`config.mk`:
```
export PLATFORM = sky130hd
export DESIGN_NAME = sleep_wake_ctrl
export DESIGN_NICKNAME = d
export VERILOG_FILES = /design/src/rtl/swc_pkg.sv /design/src/rtl/swc_ctrl_reg.sv /design/src/rtl/swc_event_src.sv /design/src/rtl/swc_sleep_fsm.sv /design/src/rtl/sleep_wake_ctrl.sv
export SDC_FILE = /design/constraint.sdc
export NUM_CORES = 1
export LEC_CHECK = 0
export ABC_AREA = 1
export ABC_CLOCK_PERIOD_IN_PS = 1530
export BUFFER_PORTS_ARGS = -buffer_cell sky130_fd_sc_hd__buf_2
export CAP_MARGIN = 40
export CORE_MARGIN = 4
export CORE_UTILIZATION = 40
export DETAILED_ROUTE_END_ITERATION = 10
export GPL_TIMING_DRIVEN = 0
export PLACE_DENSITY = 0.81
export SLEW_MARGIN = 20
export SYNTH_ARGS = -nofsm -noshare
export SYNTH_HDL_FRONTEND = slang
export SYNTH_SLANG_ARGS = --single-unit
```
`constraint.sdc`:
```
create_clock -name clk -period 1.53 [get_ports clk]
set_clock_uncertainty 0.05 [all_clocks]
set_input_delay 0.306 -clock clk [delete_from_list [all_inputs] [get_ports clk]]
set_output_delay 0.306 -clock clk [all_outputs]
set_load 0.05 [all_outputs]
```
`src/rtl/swc_pkg.sv`:
```
package swc_pkg;
  typedef enum logic [1:0] {
    ST_RUN = 2'd0,
    ST_WFE = 2'd1,
    ST_WFI = 2'd2
  } swc_state_e;

  typedef enum logic [1:0] {
    SZ_BYTE = 2'd0,
    SZ_HALF = 2'd1,
    SZ_WORD = 2'd2,
    SZ_RSVD = 2'd3
  } swc_size_e;

  localparam int BIT_SOE  = 1;
  localparam int BIT_DEEP = 2;
  localparam int BIT_SOP  = 4;

  typedef struct packed {
    logic sop;
    logic deep;
    logic soe;
  } swc_cfg_t;
endpackage

```
`src/rtl/swc_ctrl_reg.sv`:
```
module swc_ctrl_reg
  import swc_pkg::*;
#(
  parameter int DATA_W = 32
) (
  input  logic              clk,
  input  logic              rst,
  input  logic              wr_en,
  input  logic [1:0]        wr_size,
  input  logic [DATA_W-1:0] wr_data,
  output swc_cfg_t          cfg,
  output logic [DATA_W-1:0] rd_data,
  output logic              err
);
  swc_cfg_t cfg_q;
  logic     word_ok;
  logic     unused_bits;

  assign word_ok     = (wr_size == SZ_WORD);
  assign unused_bits = ^wr_data;

  always_ff @(posedge clk) begin
    if (rst) begin
      cfg_q <= '0;
      err   <= 1'b0;
    end else begin
      err <= wr_en && !word_ok;
      if (wr_en && word_ok) begin
        cfg_q.soe  <= wr_data[BIT_SOE];
        cfg_q.deep <= wr_data[BIT_DEEP];
        cfg_q.sop  <= wr_data[BIT_SOP];
      end
    end
  end

  always_comb begin
    rd_data           = '0;
    rd_data[BIT_SOE]  = cfg_q.soe;
    rd_data[BIT_DEEP] = cfg_q.deep;
    rd_data[BIT_SOP]  = cfg_q.sop;
  end

  assign cfg = cfg_q;

  // a rejected write keeps the stored bits and flags an error next cycle
  a_r3_bad_write_kept: assert property (@(posedge clk) disable iff (rst)
    (wr_en && !word_ok) |=> ($stable(cfg_q) && err));
  a_r2_good_write_no_err: assert property (@(posedge clk) disable iff (rst)
    (wr_en && word_ok) |=> !err);
endmodule

```
`src/rtl/swc_event_src.sv`:
```
module swc_event_src #(
  parameter int NUM_IRQ = 8
) (
  input  logic               clk,
  input  logic               rst,
  input  logic               sop_en,
  input  logic               sev,
  input  logic               rxev,
  input  logic [NUM_IRQ-1:0] irq_pend,
  output logic               txev,
  output logic               ev_now
);
  logic [NUM_IRQ-1:0] pend_prev;
  logic [NUM_IRQ-1:0] pend_rise;

  for (genvar g = 0; g < NUM_IRQ; g++) begin : g_line
    always_ff @(posedge clk) begin
      if (rst) pend_prev[g] <= 1'b0;
      else     pend_prev[g] <= irq_pend[g];
    end
    assign pend_rise[g] = irq_pend[g] && !pend_prev[g];
  end

  always_ff @(posedge clk) begin
    if (rst) txev <= 1'b0;
    else     txev <= sev;
  end

  assign ev_now = sev || rxev || (sop_en && (|pend_rise));

  // transmit pulse follows each send-event strobe and has no other cause
  a_r7_txev_follows: assert property (@(posedge clk) disable iff (rst)
    sev |=> txev);
  a_r7_txev_cause: assert property (@(posedge clk) disable iff (rst)
    txev |-> $past(sev));
endmodule

```
`src/rtl/swc_sleep_fsm.sv`:
```
module swc_sleep_fsm
  import swc_pkg::*;
(
  input  logic     clk,
  input  logic     rst,
  input  swc_cfg_t cfg,
  input  logic     wfe,
  input  logic     wfi,
  input  logic     exc_ret,
  input  logic     ev_now,
  input  logic     irq_wake,
  input  logic     dbg,
  output logic     sleeping,
  output logic     deep,
  output logic     wake,
  output logic     retire
);
  swc_state_e state;
  logic       ev_q;
  logic       by_exit;
  logic       deep_q;

  always_ff @(posedge clk) begin
    if (rst) begin
      state   <= ST_RUN;
      ev_q    <= 1'b0;
      by_exit <= 1'b0;
      deep_q  <= 1'b0;
      wake    <= 1'b0;
      retire  <= 1'b0;
    end else begin
      wake   <= 1'b0;
      retire <= 1'b0;
      case (state)
        ST_RUN: begin
          if (wfe) begin
            if (ev_q || ev_now) begin
              ev_q   <= 1'b0;
              retire <= 1'b1;
            end else begin
              state  <= ST_WFE;
              deep_q <= cfg.deep;
            end
          end else if (wfi) begin
            state   <= ST_WFI;
            by_exit <= 1'b0;
            deep_q  <= cfg.deep;
            ev_q    <= ev_q || ev_now;
          end else if (exc_ret && cfg.soe) begin
            state   <= ST_WFI;
            by_exit <= 1'b1;
            deep_q  <= cfg.deep;
            ev_q    <= ev_q || ev_now;
          end else begin
            ev_q <= ev_q || ev_now;
          end
        end
        ST_WFE: begin
          if (ev_now || irq_wake || dbg) begin
            state  <= ST_RUN;
            ev_q   <= 1'b0;
            deep_q <= 1'b0;
            wake   <= 1'b1;
            retire <= 1'b1;
          end
        end
        ST_WFI: begin
          ev_q <= ev_q || ev_now;
          if (irq_wake || dbg) begin
            state  <= ST_RUN;
            deep_q <= 1'b0;
            wake   <= 1'b1;
            retire <= !by_exit;
          end
        end
        default: state <= ST_RUN;
      endcase
    end
  end

  assign sleeping = (state != ST_RUN);
  assign deep     = deep_q;

  // a recorded event turns wait-for-event into an immediate retire
  a_r4_latch_skips_sleep: assert property (@(posedge clk) disable iff (rst)
    (state == ST_RUN && wfe && ev_q) |=> (state == ST_RUN && retire && !ev_q));
  // wait-for-interrupt sleep persists without an enabled interrupt or debug
  a_r9_wfi_holds: assert property (@(posedge clk) disable iff (rst)
    (state == ST_WFI && !irq_wake && !dbg) |=> (state == ST_WFI));
  // a wake condition ends sleep in the following cycle
  a_r11_sleep_drops: assert property (@(posedge clk) disable iff (rst)
    (state != ST_RUN && (irq_wake || dbg)) |=> (state == ST_RUN && wake));
  a_r11_wake_single: assert property (@(posedge clk) disable iff (rst)
    wake |=> !wake);
  // deep status only while asleep
  a_r5_deep_asleep: assert property (@(posedge clk) disable iff (rst)
    deep_q |-> (state != ST_RUN));
endmodule

```
`src/rtl/sleep_wake_ctrl.sv`:
```
module sleep_wake_ctrl
  import swc_pkg::*;
#(
  parameter int NUM_IRQ = 8,
  parameter int DATA_W  = 32
) (
  input  logic               clk,
  input  logic               rst,
  input  logic               cfg_wr_en,
  input  logic [1:0]         cfg_wr_size,
  input  logic [DATA_W-1:0]  cfg_wr_data,
  output logic [DATA_W-1:0]  cfg_rd_data,
  output logic               cfg_err,
  input  logic               wfe_strobe,
  input  logic               wfi_strobe,
  input  logic               sev_strobe,
  input  logic               exc_ret_thread,
  input  logic               dbg_req,
  input  logic               rxev_in,
  input  logic [NUM_IRQ-1:0] irq_pend,
  input  logic [NUM_IRQ-1:0] irq_en,
  output logic               sleep_active,
  output logic               deep_sleep,
  output logic               txev_out,
  output logic               wake_pulse,
  output logic               sleep_retire
);
  swc_cfg_t cfg;
  logic     ev_now;
  logic     irq_wake;

  assign irq_wake = |(irq_pend & irq_en);

  swc_ctrl_reg #(.DATA_W(DATA_W)) reg_i (
    .clk(clk), .rst(rst), .wr_en(cfg_wr_en), .wr_size(cfg_wr_size),
    .wr_data(cfg_wr_data), .cfg(cfg), .rd_data(cfg_rd_data), .err(cfg_err)
  );

  swc_event_src #(.NUM_IRQ(NUM_IRQ)) evt_i (
    .clk(clk), .rst(rst), .sop_en(cfg.sop), .sev(sev_strobe), .rxev(rxev_in),
    .irq_pend(irq_pend), .txev(txev_out), .ev_now(ev_now)
  );

  swc_sleep_fsm fsm_i (
    .clk(clk), .rst(rst), .cfg(cfg), .wfe(wfe_strobe), .wfi(wfi_strobe),
    .exc_ret(exc_ret_thread), .ev_now(ev_now), .irq_wake(irq_wake),
    .dbg(dbg_req), .sleeping(sleep_active), .deep(deep_sleep),
    .wake(wake_pulse), .retire(sleep_retire)
  );

  // automatic sleep on thread return needs the enable bit
  a_r10_exit_needs_bit: assert property (@(posedge clk) disable iff (rst)
    (!sleep_active && exc_ret_thread && !wfe_strobe && !wfi_strobe && !cfg.soe)
      |=> !sleep_active);
endmodule

```
[Word level (Yosys, flattened, before mapping)]
Cells that the tools add are included.
Storage, ports and cells
  register bits: 20
  input port bits: 59
  output and inout port bits: 38
  logic and storage cells: 93
Cells by class
  equal/unequal tests: 8
  multiplexer cells: 26
  bitwise operators: 2
  reductions and logical operators: 38
Operator list (number)
  8-bit OR reduction: 2
  1-bit 2-to-1 mux: 15
  1-bit logical AND: 12
  2-bit 2-to-1 mux: 6
  1-bit logical NOT: 10
  1-bit one-hot mux with 3 select lines: 3
  8-bit AND: 1
  1-bit logical OR: 6
  2-bit one-hot mux with 3 select lines: 1
  3-bit AND reduction: 2
  5-bit AND reduction: 1
  2-bit equality test (second input constant): 2
  2-bit by 1-bit inequality test with 1-bit output (second input constant): 2
  4-bit by 3-bit inequality test with 1-bit output (second input constant): 1
  4-bit AND reduction: 1
  2-bit nonzero test: 2
  3-bit by 2-bit inequality test with 1-bit output (second input constant): 1
  3-bit inequality test (second input constant): 1
  3-bit nonzero test: 1
  2-bit by 1-bit equality test with 1-bit output (second input constant): 1
  2-bit logical NOT: 1
  1-bit one-hot mux with 2 select lines: 1
  1-bit NOT: 1

[Depth between registers and ports, before layout]
  depth after elaboration: 9
  depth in mapped cells: 12
  mapped depth without buffers: 12

[By module]
Synthesis repeated with hierarchy kept, for this count alone.
Second synthesis, totals
  cell total of the unflattened synthesis: 204
  area total of the unflattened synthesis: 1342.5 sq um
By module, submodules not included
  swc_sleep_fsm: instances 1, cells each 78, area each 529.3 sq um, seq. area each 140.1 sq um
  swc_ctrl_reg: instances 1, cells each 57, area each 406.6 sq um, seq. area each 80.1 sq um
  swc_event_src: instances 1, cells each 54, area each 350.3 sq um, seq. area each 180.2 sq um
  sleep_wake_ctrl: instances 1, cells each 15, area each 56.3 sq um, seq. area each 0.0 sq um

[Least setup slack after synthesis]
Ideal clock, no wire load.
  path kind: register to register
  start point: register fsm_i.state[0]
  end point: register fsm_i.deep_q, in the netlist fsm_i.deep
  setup time: 0.113 ns
  arrival time: 1.531 ns
  data required time: 1.367 ns
  setup slack: -0.164 ns
  cell stages (with the launch flop): 11
  buffers on the path: 0
  clock period less this slack: 1.694 ns
  cells stage by stage: dfxtp_1 > inv_1 > ha_1 > inv_1 > nor2_1 > nand2_1 > nand2_1 > inv_2 > nand4_1 > nor2_1 > nor2_1
Between the ends
  longest elaborated chain between the ends: 3
  elaborated cells on any way between the ends: 10
  those cells by class: eq/ne (6); mux (1); reduce/logical (3)
Ends and longest elaborated chain
  from (decl): RTL line swc_sleep_fsm.sv:18  | swc_state_e state;
  from (signal assigned): RTL line swc_sleep_fsm.sv:25  | state <= ST_RUN;
  from (signal assigned): RTL line swc_sleep_fsm.sv:41  | state <= ST_WFE;
  from (signal assigned): RTL line swc_sleep_fsm.sv:45  | state <= ST_WFI;
  2-bit equality test (tied with other cells): RTL line swc_sleep_fsm.sv:34  | case (state)
  2-bit by 1-bit inequality test with 1-bit output (no source line) (tied with other cells)
  5-bit AND reduction (no source line)
  to (signal assigned): RTL line swc_sleep_fsm.sv:42  | deep_q <= cfg.deep;
  to (signal assigned): RTL line swc_sleep_fsm.sv:47  | deep_q <= cfg.deep;
  to (signal assigned): RTL line swc_sleep_fsm.sv:52  | deep_q <= cfg.deep;
  to (decl): RTL line swc_sleep_fsm.sv:21  | logic deep_q;
Several ways; a longest one is shown, not always the timed one.
A chain may end at the register's enable or synchronous reset.

[Worst setup path in the final report]
  start point: register fsm_i.state[0]
  end point: output port sleep_active
Between the ends
  longest elaborated chain between the ends: 1
Ends and longest elaborated chain
  2-bit nonzero test: RTL line swc_sleep_fsm.sv:81  | assign sleeping = (state != ST_RUN);
  to (decl): RTL line sleep_wake_ctrl.sv:22  | output logic sleep_active,
No other way between the ends.

==> impl_metrics.csv <==
group,metric,value,unit
logic_synthesis,async_reset_ff_share,0,%
global_route,antenna_found_initial,0,
floorplanning,core,0.00303,sq mm
placement,gp_congestion,0.848,
logic_synthesis,ys.flop_type,"dfxtp_1",
logic_synthesis,yosys.area.top_type,"dfxtp_1",
cells_and_area,seq_area,404,sq um
critical_path,crit_fanout,3,
global_route,track_usage,11.8,%
power,power.density,864,mW/mm^2
cells_and_area,multi_input_area,649,sq um
logic_synthesis,synth_top_cell_area_share,31.7,%
detailed_routing,via_per_inst,3.79,
clock_network,cts_tree,"built",
detailed_routing,vias,1123,
critical_path,cpMaxStageDelayCell,"dfxtp_2",
critical_path,critPathRequiredTime,1170,ps
logic_synthesis,syn_area,0.00126,sq mm
logic_synthesis,ys_seq_area_share,31.7,%
logic_synthesis,syn_inst,179,
critical_path,rr_worst_depth,11,
cells_and_area,syn_to_final_growth,37.2,%
global_route,grt_pass1_vias,963,
run,drv_cap,0,
power,ir_drop,0.657,mV
logic_synthesis,yosys-top-cells-count,"nand2_1 (35), inv_1 (33), buf_4 (30)",
floorplanning,die_height,64.2,microns
detailed_routing,drt-total-wl,2.47,mm
logic_synthesis,synth-seq-cells,20,
critical_path,crit_family,"flip-flops",
timing,finalSetupViolCount,0,
cells_and_area,diodes,0,
logic_synthesis,synth-edff-count,0,
floorplanning,dieArea,0.00412,sq mm
critical_path,setup.worst_path.start_class,"flop",
timing,slew_violations,0,
timing,rsz0062_at_grt,"true",
timing,hold_viol,0,
logic_synthesis,ys_warn_count,0,
floorplanning,start_util,41.7,%
clock_network,clock-sinks,20,
cells_and_area,fillers,295,
cells_and_area,stdcell_area,0.00173,sq mm
placement,place_worst_setup_slack,17.5,ps
detailed_routing,drc,0,
critical_path,crit_chain,"inv_2, ha_4, clkinvlp_4, buf_8",
placement,placed_area,0.00164,sq mm
logic_synthesis,synth_most_common_cell,"nand2_1",
cells_and_area,fin_nets,316,
clock_network,clockRootBuffer,"clkbuf_4",
critical_path,path_depth,4,
clock_network,htree_num_levels,1,
detailed_routing,drtPass1Iterations,3,
power,leakagePower,1.00,nW
timing,min_period,1500,ps
clock_network,cts_buffers,3,
logic_synthesis,syn_area_per_cell,7.05,sq um
critical_path,critical_path.max_stage_delay,350,ps
detailed_routing,antenna_left,0,
clock_network,worst_skew_pair.late_latency,310,ps
cells_and_area,drive_above_1_share,40.5,%
logic_synthesis,synth_area_leaders,"dfxtp_1 (32%), buf_4 (18%), nand2_1 (10%)",
critical_path,arrival,1140,ps
timing,finalCritPeriodShare,97.9,%
clock_network,clk_pin_slew,110,ps
floorplanning,die_w,64.2,microns
detailed_routing,wl_per_cell,8.35,microns
power,finalPower,1.50,mW
floorplanning,io_pins,97,
timing,worst_slack,32.0,ps
critical_path,crit_buf_inv,3,
critical_path,cp-end-kind,"output pin",
global_route,grt_start_max_net_pins,12,
clock_network,clockBufferDepth,2,
outcome,status,"complete, no violations",
global_route,overflow,0,
worst_hold_path,hold_path_class,"in -> reg",
timing,fmax,668,MHz
critical_path,crit_type,"reg -> out",
global_route,grt_pass1_wl,3.86,mm
worst_hold_path,whs_path_depth,2,
logic_synthesis,synth_cell_types,24,
placement,numPortBuffers,38,
detailed_routing,drt-initial-drc-count,20,
floorplanning,fp-row-count,20,
placement,hpwl,2.08,mm
where the power goes:
part / switching [mW] / internal (mW)
Clock: 0.165 / 0.145
Sequential: 0.0157 / 0.559
Combinational: 0.407 / 0.203
what timing repair did:
item,in CTS,in global routing
hold buffers,0,0
pin swaps,0,6
setup endpoints to repair,1,3
buffers inserted,2,1
resized for setup,3,6
kinds of logic (layout without fill, tap and decap cells):
logic type | after synthesis | after routing | synth area share (%)
AO/OA/AOI/OAI | 17 | 17 | 7.73
flip-flops | 20 | 20 | 31.7
adder cells (fa/ha/maj) | 4 | 4 | 3.96
other | 1 | 29 | 0.297
buffers and inverters | 66 | 111 | 28.5
AND/OR/NAND/NOR | 71 | 71 | 27.8
path summary, 6_finish.rpt:
| kind | from | endpoint | slack [ps] |
|---|---|---|---|
| hold reg to reg | reg_i.cfg[0] | reg_i.cfg[0] | 420 |
| setup / recovery | fsm_i.state[0] | sleep_active | 30 |
| hold / removal | cfg_wr_size[1] | reg_i.err | 120 |
| setup reg to reg | fsm_i.state[0] | fsm_i.deep | 150 |
layout make-up:
type                    count  area share, %
clock buffers               4           2.10
inverters                  35           7.80
plain buffers              31           13.2
flip-flops and latches     20           23.3
multi-input cells         121           37.5
well taps                  44           3.18
repair buffers             41           12.9
registers in the layout (all words and copies together) (netlist names):
register / flops
fsm_i.deep: 1
reg_i.err: 1
fsm_i.state: 2
fsm_i.retire: 1
fsm_i.ev_q: 1
reg_i.cfg: 3
evt_i.txev: 1
fsm_i.by_exit: 1
evt_i.pend_prev: 8
fsm_i.wake: 1
metrics by stage:
stage	utilization, %	cells	setup TNS (ps)	hold slack, ps
3_5_place_dp	54.1	289	0	406
3_3_place_gp	54.1	289	0	397
5_1_grt	57.2	296	-48.4	115
6_report	57.2	296	0	116
4_1_cts	56.2	295	0	110
2_1_floorplan	-	207	0	326
metal layers:
metal / vias up / GRT usage [%] / share of wire (%)
li1: 620 / - / -
met1: 464 / 13.7 / 43
met2: 35 / 20.6 / 48
met3: 4 / 3.69 / 8.0
met4: 0 / 3.43 / 0.77
met5: - / 0 / 0
cells in the final DEF (no fill, tap or decap), drive strengths merged, types with 5 or more instances in the layout:
master   n
dfxtp   20
clkbuf   5
inv     34
buf     71
a21oi   10
nand3    8
nand2   40
nor2    20
o21ai    5
conb    29
worst reg2reg max path, stage by stage (launching register included):
cell,delay [ps]
dfxtp_2,350
inv_2,70
ha_4,140
clkinvlp_4,110
nor2_4,120
nand2_1,60
nand2_1,70
inv_2,50
nand4_1,100
nand2_1,70
nand2_1,50
nor2_1,40
(Power assumes the default switching activity.)
